<file path="src/rtl/sup_pkg.sv">
package sup_pkg;
  localparam int CTRL_W  = 7;
  localparam int CAE_B   = 0;
  localparam int OSCE_B  = 1;
  localparam int WDE_B   = 2;
  localparam int WDOS_B  = 3;
  localparam int TRIP_LO = 4;
  localparam int BME_B   = 6;

  localparam int NFLAG = 6;
  localparam int F_CLK = 0;
  localparam int F_WD  = 1;
  localparam int F_BAT = 2;
  localparam int F_POR = 3;
  localparam int F_BOR = 4;
  localparam int F_RST = 5;

  typedef struct packed {
    logic             ctrlWr;
    logic             statClr;
    logic             wdRestart;
    logic             secTick;
    logic             battReq;
    logic [NFLAG-1:0] extSet;
  } strobeT;
endpackage

</file>
<file path="src/rtl/sup_ctrl.sv">
module sup_ctrl
  import sup_pkg::*;
#(
  parameter int SECS_PER_HOUR = 3600
) (
  input  logic   clk,
  input  logic   rstN,
  input  logic   regWe,
  input  logic   regAddr,
  input  logic   secTick,
  input  logic   wdKick,
  input  logic   vccPor,
  input  logic   brownOut,
  input  logic   battLow,
  input  logic   oscRun,
  input  logic   alarmMatch,
  input  logic   bme,
  input  logic   osce,
  input  logic   wde,
  output strobeT stb
);
  localparam int HR_W = $clog2(SECS_PER_HOUR);

  logic            bmeDly, wdeDly, kickDly;
  logic [HR_W-1:0] hrCnt;
  logic            hrLast, hourWrap, testReq;

  assign hrLast   = (hrCnt == HR_W'(SECS_PER_HOUR - 1));
  assign hourWrap = secTick && hrLast;

  always_ff @(posedge clk or negedge rstN) begin
    if (!rstN) begin
      bmeDly  <= 1'b0;
      wdeDly  <= 1'b0;
      kickDly <= 1'b0;
      hrCnt   <= '0;
    end else begin
      bmeDly  <= bme;
      wdeDly  <= wde;
      kickDly <= wdKick;
      if (secTick) hrCnt <= hrLast ? '0 : hrCnt + 1'b1;
    end
  end

  assign testReq = ((bme && !bmeDly) || vccPor || hourWrap) && bme && osce && oscRun;

  always_comb begin
    stb.ctrlWr    = regWe && !regAddr;
    stb.statClr   = regWe && regAddr;
    stb.wdRestart = (wde && !wdeDly) || vccPor || (wdKick && !kickDly);
    stb.secTick   = secTick;
    stb.battReq   = testReq;
    stb.extSet        = '0;
    stb.extSet[F_CLK] = alarmMatch;
    stb.extSet[F_BAT] = testReq && battLow;
    stb.extSet[F_POR] = vccPor;
    stb.extSet[F_BOR] = brownOut;
    stb.extSet[F_RST] = vccPor || brownOut;
  end

  p_hour_range_r9: assert property (@(posedge clk) disable iff (!rstN)
    hrCnt <= HR_W'(SECS_PER_HOUR - 1));
endmodule

</file>
<file path="src/rtl/sup_dp.sv">
module sup_dp
  import sup_pkg::*;
#(
  parameter int WD_SECS = 8
) (
  input  logic              clk,
  input  logic              rstN,
  input  strobeT            stb,
  input  logic              regAddr,
  input  logic [7:0]        regWdata,
  output logic [7:0]        regRdata,
  output logic [CTRL_W-1:0] ctrlBits,
  output logic [NFLAG-1:0]  flagsQ,
  output logic              battTest,
  output logic              rstOutN
);
  localparam int WD_W = $clog2(WD_SECS);
  localparam logic [7:0] CTRL_MASK = 8'((1 << CTRL_W) - 1);

  logic [7:0]       ctrlFull;
  logic [NFLAG-1:0] pendQ, setAll;
  logic [WD_W-1:0]  wdCnt;
  logic             wde, wdLast, wdExpire;

  assign wde      = ctrlFull[WDE_B];
  assign wdLast   = (wdCnt == WD_W'(WD_SECS - 1));
  assign wdExpire = wde && !stb.wdRestart && stb.secTick && wdLast;
  assign ctrlBits = ctrlFull[CTRL_W-1:0];

  always_comb begin
    setAll       = stb.extSet;
    setAll[F_WD] = wdExpire;
  end

  always_ff @(posedge clk or negedge rstN) begin
    if (!rstN) begin
      ctrlFull <= '0;
      flagsQ   <= '0;
      pendQ    <= '0;
      wdCnt    <= '0;
      battTest <= 1'b0;
      rstOutN  <= 1'b1;
    end else begin
      if (stb.ctrlWr) ctrlFull <= regWdata & CTRL_MASK;
      if (stb.statClr) begin
        flagsQ <= '0;
        pendQ  <= setAll;
      end else begin
        flagsQ <= flagsQ | setAll | pendQ;
        pendQ  <= '0;
      end
      if (!wde || stb.wdRestart) wdCnt <= '0;
      else if (stb.secTick)      wdCnt <= wdLast ? '0 : wdCnt + 1'b1;
      battTest <= stb.battReq;
      rstOutN  <= !stb.extSet[F_RST];
    end
  end

  assign regRdata = regAddr ? {{(8-NFLAG){1'b0}}, flagsQ} : ctrlFull;

  p_flag_hold_r4: assert property (@(posedge clk) disable iff (!rstN)
    !$past(stb.statClr) |-> ((flagsQ & $past(flagsQ)) == $past(flagsQ)));
  p_clear_all_r2: assert property (@(posedge clk) disable iff (!rstN)
    stb.statClr |=> (flagsQ == '0));
  p_wd_restart_r6: assert property (@(posedge clk) disable iff (!rstN)
    stb.wdRestart |=> (wdCnt == '0));
  p_wd_range_r5: assert property (@(posedge clk) disable iff (!rstN)
    wdCnt <= WD_W'(WD_SECS - 1));
  p_test_gate_r10: assert property (@(posedge clk) disable iff (!rstN)
    $rose(battTest) |-> $past(ctrlFull[BME_B] && ctrlFull[OSCE_B]));
endmodule

</file>
<file path="src/rtl/sup_regs.sv">
module sup_regs
  import sup_pkg::*;
#(
  parameter int WD_SECS       = 8,
  parameter int SECS_PER_HOUR = 3600
) (
  input  logic       clk,
  input  logic       rstN,
  input  logic       regWe,
  input  logic       regAddr,
  input  logic [7:0] regWdata,
  output logic [7:0] regRdata,
  input  logic       secTick,
  input  logic       wdKick,
  input  logic       vccPor,
  input  logic       brownOut,
  input  logic       battLow,
  input  logic       oscRun,
  input  logic       alarmMatch,
  output logic [1:0] tripSel,
  output logic       almN,
  output logic       wdoN,
  output logic       rstOutN,
  output logic       battTest
);
  strobeT            stb;
  logic [CTRL_W-1:0] ctrlBits;
  logic [NFLAG-1:0]  flagsQ;

  sup_ctrl #(.SECS_PER_HOUR(SECS_PER_HOUR)) u_ctrl (
    .clk(clk), .rstN(rstN), .regWe(regWe), .regAddr(regAddr),
    .secTick(secTick), .wdKick(wdKick), .vccPor(vccPor), .brownOut(brownOut),
    .battLow(battLow), .oscRun(oscRun), .alarmMatch(alarmMatch),
    .bme(ctrlBits[BME_B]), .osce(ctrlBits[OSCE_B]), .wde(ctrlBits[WDE_B]),
    .stb(stb)
  );

  sup_dp #(.WD_SECS(WD_SECS)) u_dp (
    .clk(clk), .rstN(rstN), .stb(stb), .regAddr(regAddr), .regWdata(regWdata),
    .regRdata(regRdata), .ctrlBits(ctrlBits), .flagsQ(flagsQ),
    .battTest(battTest), .rstOutN(rstOutN)
  );

  assign tripSel = ctrlBits[TRIP_LO +: 2];
  assign almN = !((ctrlBits[CAE_B] && flagsQ[F_CLK]) ||
                  (ctrlBits[BME_B] && flagsQ[F_BAT]) ||
                  (ctrlBits[WDE_B] && ctrlBits[WDOS_B] && flagsQ[F_WD]));
  assign wdoN = !(ctrlBits[WDE_B] && !ctrlBits[WDOS_B] && flagsQ[F_WD]);

  p_pin_route_r7: assert property (@(posedge clk) disable iff (!rstN)
    !wdoN |-> (!ctrlBits[WDOS_B] && flagsQ[F_WD]));
endmodule

</file>
<file path="config.mk">
export PLATFORM = sky130hd
export DESIGN_NAME = sup_regs
export DESIGN_NICKNAME = d
export VERILOG_FILES = /design/src/rtl/sup_pkg.sv /design/src/rtl/sup_ctrl.sv /design/src/rtl/sup_dp.sv /design/src/rtl/sup_regs.sv
export SDC_FILE = /design/constraint.sdc
export NUM_CORES = 1
export LEC_CHECK = 0
export ABC_AREA = 1
export CAP_MARGIN = 0
export CORE_AREA = 2 2 80 67
export DETAILED_ROUTE_END_ITERATION = 10
export DIE_AREA = 0 0 82 69
export DONT_BUFFER_PORTS = 1
export SYNTH_ARGS = -nofsm -noshare
export SYNTH_HDL_FRONTEND = slang
export SYNTH_SLANG_ARGS = --single-unit
</file>
<file path="constraint.sdc">
create_clock -name clk -period 1.3 [get_ports clk]
set_input_delay 0.13 -clock clk [delete_from_list [all_inputs] [get_ports clk]]
set_output_delay 0.13 -clock clk [all_outputs]
set_load 0.05 [all_outputs]
</file>
==> flow_summary.yaml <==
sta:
  whs_ns: 0.0149
  finalMaxSlewViolations: 0
  final_critical_path_setup_slack_ns: -0.0294
  final_min_period_over_clock_period_pct: 102
  rsz_0062_raised_after_global_routing: "true"
  min_period_ns: 1.33
  clock_skew_ns: 0.00339
  setup-violations-final: 1
  fmax_mhz: 752
  timing.final.hold_violations: 0
synthesis:
  post_synthesis_sequential_area_ratio_pct: 52.5
  yosysTopAreaCellShare_pct: 51.1
  post_synth_main_area_contributors: "sky130_fd_sc_hd__dfrtp_1 (51%), sky130_fd_sc_hd__nand2_1 (9.7%), sky130_fd_sc_hd__nor2_1 (6.7%)"
  synth-warning-count: 0
  postSynthAreaPerCell_sq_um: 8.46
  dominantRegCellSynth: "sky130_fd_sc_hd__dfrtp_1"
  synth_enable_flop_cells: 0
  postSynthNetCount: 242
  async_flop_share_pct: 100
  yosys.cell_types.count: 31
  synth.ff_latch_count: 39
  synth.most_common_cell: "sky130_fd_sc_hd__nand2_1"
  synth_largest_area_cell: "sky130_fd_sc_hd__dfrtp_1"
  post_synth_inst_count: 220
  yosys-top-cells-count: "sky130_fd_sc_hd__nand2_1 (48), sky130_fd_sc_hd__dfrtp_1 (38), sky130_fd_sc_hd__nor2_1 (33)"
  netlist_area_sq_mm: 0.00186
routing:
  drt_iter0_markers: 50
  drtPass1Iterations: 4
  routed_wirelength_um: 3940
  routed-via-count: 1511
  route.antenna.remaining_nets: 0
  routed_via_density: 4.68
  wl_per_cell_um: 12.2
  drc: 0
clock_tree:
  clk_pin_slew_ns: 0.07
  cts.sink_count: 39
  clkLatencyLatePin_ns: 0.29
  cts_tree: "done"
  cts_made_buffers: 5
  root_buffer_master: "sky130_fd_sc_hd__clkbuf_8"
  ctsHtreeMaxLevel: 2
  max-clock-path-buffers: 2
cells_and_area:
  num-nets-final: 282
  area.growth.synth_to_final_pct: 33.3
  num_antenna_cells: 0
  stdcell_area_sq_mm: 0.00248
  drive_above_1_share_pct: 26.8
  multi_input_area_sq_um: 793
  area_taken_by_flip_flops_and_latches_sq_um: 978
  nFillCells: 453
  final_util_pct: 51.3
grt:
  track_usage_pct: 15.3
  number_of_antenna_violations_at_the_first_check_in_global_routing: 0
  first_global_vias: 1473
  grt_remaining_overflow: 0
  grt_max_degree: 40
  grt_pass1_wl_um: 6670
outcome:
  run_status: "finished with violations"
  failed_checks: "setup timing"
place:
  postPlaceCellArea_sq_mm: 0.00205
  place_ws_ns: -0.0107
  hpwl_um: 2690
  io_buffer_count: 0
  globalplace.congestion: 0.828
power_and_ir_drop:
  leakage_uw: 0.00125
  power-per-cell-area_mw_per_mm2: 1700
  vdd.ir_drop.worst_v: 0.000573
worst_setup_path:
  cp_max_fo: 2
  criticalPathCategory: "reg -> out"
  worst_ep_arrival_time_ns: 1.20
  crit_path_start_kind: "flip-flop"
  cp.required_ns: 1.17
  critical_path.endpoint_type: "primary output"
floorplan:
  initial_utilization_pct: 38.5
  core_region_area_sq_mm: 0.00483
  vertical_die_dimension_um: 69
  num_io_pins: 33
  rows: 23
  die_w_um: 82
  fp.dieArea_sq_mm: 0.00566
flow_run:
  max_cap_viol_count: 0
worst_hold_path:
  hold_path.class: "in -> reg"
-- metrics by stage --
stage | TNS [ns] | power (uW) | std cells
floorplan | -0.0474 | 2510 | 220
global placement | 0 | 2810 | 292
detailed placement | -0.0107 | 2820 | 292
CTS | -0.0300 | 4130 | 319
global route | -0.214 | 4510 | 323
finish | -0.0294 | 4230 | 323
-- where the power goes --
part	total (uW)	internal, uW	switching (uW)
combinational	1370	525	848
sequential	1670	1450	216
clock	1190	767	424
total	4230	2750	1490
-- timing repair --
action,4_1_cts,5_1_grt
endpoints found under the hold margin,54,0
hold buffers,14,0
gates resized for setup,5,23
endpoints found under the setup margin,3,14
setup buffers,5,4
pin swaps,1,7
-- cell usage in the layout, fill, tap and decap left out, types with 2 or more instances in the layout --
master | synthesis | final
sky130_fd_sc_hd__nor3_2 | 1 | 2
sky130_fd_sc_hd__dlygate4sd3_1 | 0 | 13
sky130_fd_sc_hd__nand2_1 | 48 | 46
sky130_fd_sc_hd__o21ai_1 | 1 | 2
sky130_fd_sc_hd__inv_1 | 31 | 25
sky130_fd_sc_hd__mux2_2 | 2 | 2
sky130_fd_sc_hd__dfrtp_1 | 38 | 37
sky130_fd_sc_hd__inv_2 | 2 | 8
sky130_fd_sc_hd__nand3_1 | 11 | 10
sky130_fd_sc_hd__clkbuf_8 | 0 | 5
sky130_fd_sc_hd__buf_12 | 0 | 3
sky130_fd_sc_hd__nor2_4 | 2 | 4
sky130_fd_sc_hd__nor3_1 | 6 | 5
sky130_fd_sc_hd__buf_4 | 4 | 18
sky130_fd_sc_hd__xor2_1 | 3 | 3
sky130_fd_sc_hd__buf_6 | 0 | 4
sky130_fd_sc_hd__bufinv_16 | 0 | 2
sky130_fd_sc_hd__nor2_1 | 33 | 28
sky130_fd_sc_hd__nand4_1 | 4 | 4
sky130_fd_sc_hd__nor2_2 | 3 | 6
sky130_fd_sc_hd__mux2_1 | 2 | 2
sky130_fd_sc_hd__ha_1 | 3 | 2
sky130_fd_sc_hd__nand2_2 | 2 | 4
sky130_fd_sc_hd__o21ai_2 | 0 | 2
sky130_fd_sc_hd__a21oi_1 | 10 | 9
-- path summary, 6_finish.rpt --
check	startpoint	to	slack [ns]	cells after the start
worst max register to register	u_ctrl.hrCnt[1]	u_ctrl.hrCnt[10]	0.06	9
worst min register to register	u_dp.pendQ[4]	u_dp.flagsQ[4]	0.48	2
worst min-delay path	secTick	u_ctrl.hrCnt[0]	0.01	3
max in group asynchronous	rstN	u_dp.rstOutN	0.75	2
min in group asynchronous	rstN	u_ctrl.hrCnt[11]	0.29	2
worst max-delay path	u_dp.flagsQ[1]	almN	-0.03	4
-- state kept, by name, summed over array words and instances, names as in the netlist --
signal	count
u_ctrl.wdeDly	1
u_dp.rstOutN	1
u_dp.ctrlFull	7
u_dp.pendQ	6
u_dp.flagsQ	6
u_ctrl.kickDly	1
u_ctrl.bmeDly	1
u_ctrl.hrCnt	12
u_dp.battTest	1
u_dp.wdCnt	3
-- critical path, cell delays in order (launching register included) --
cell and delay [ns]:
sky130_fd_sc_hd__dfrtp_1 0.40, sky130_fd_sc_hd__inv_2 0.08, sky130_fd_sc_hd__nor3_2 0.04, sky130_fd_sc_hd__a221oi_2 0.19, sky130_fd_sc_hd__buf_6 0.20
-- layer usage --
metal / wire (um) / global-route usage, %
met2: 1850 / 21.7
met1: 1890 / 21.6
met5: 0 / 0
met4: 110 / 7.96
met3: 83 / 3.53
-- logic make-up after synthesis --
| kind of cell | Yosys count | share of synthesized area [%] |
|---|---|---|
| xor gates and xnor gates | 3 | 1.41 |
| other | 1 | 0.201 |
| AOI/OAI and AO/OA | 17 | 5.04 |
| buffers and inverters | 39 | 8.87 |
| DFF | 39 | 52.5 |
| muxes | 4 | 2.42 |
| and+or+nand+nor | 114 | 27.6 |
| adders and majority gates | 3 | 2.02 |
-- layout make-up --
cell class              instances  share of cell area, %
clock buffers                   6                   2.92
clock inverters                 2                   2.42
multi-input cells             142                   32.0
repair buffers                 38                   14.9
inverters                      34                   5.24
well taps                      62                   3.13
flip-flops and latches         39                   39.4
Note: power is estimated with default switching activity, not from simulation.
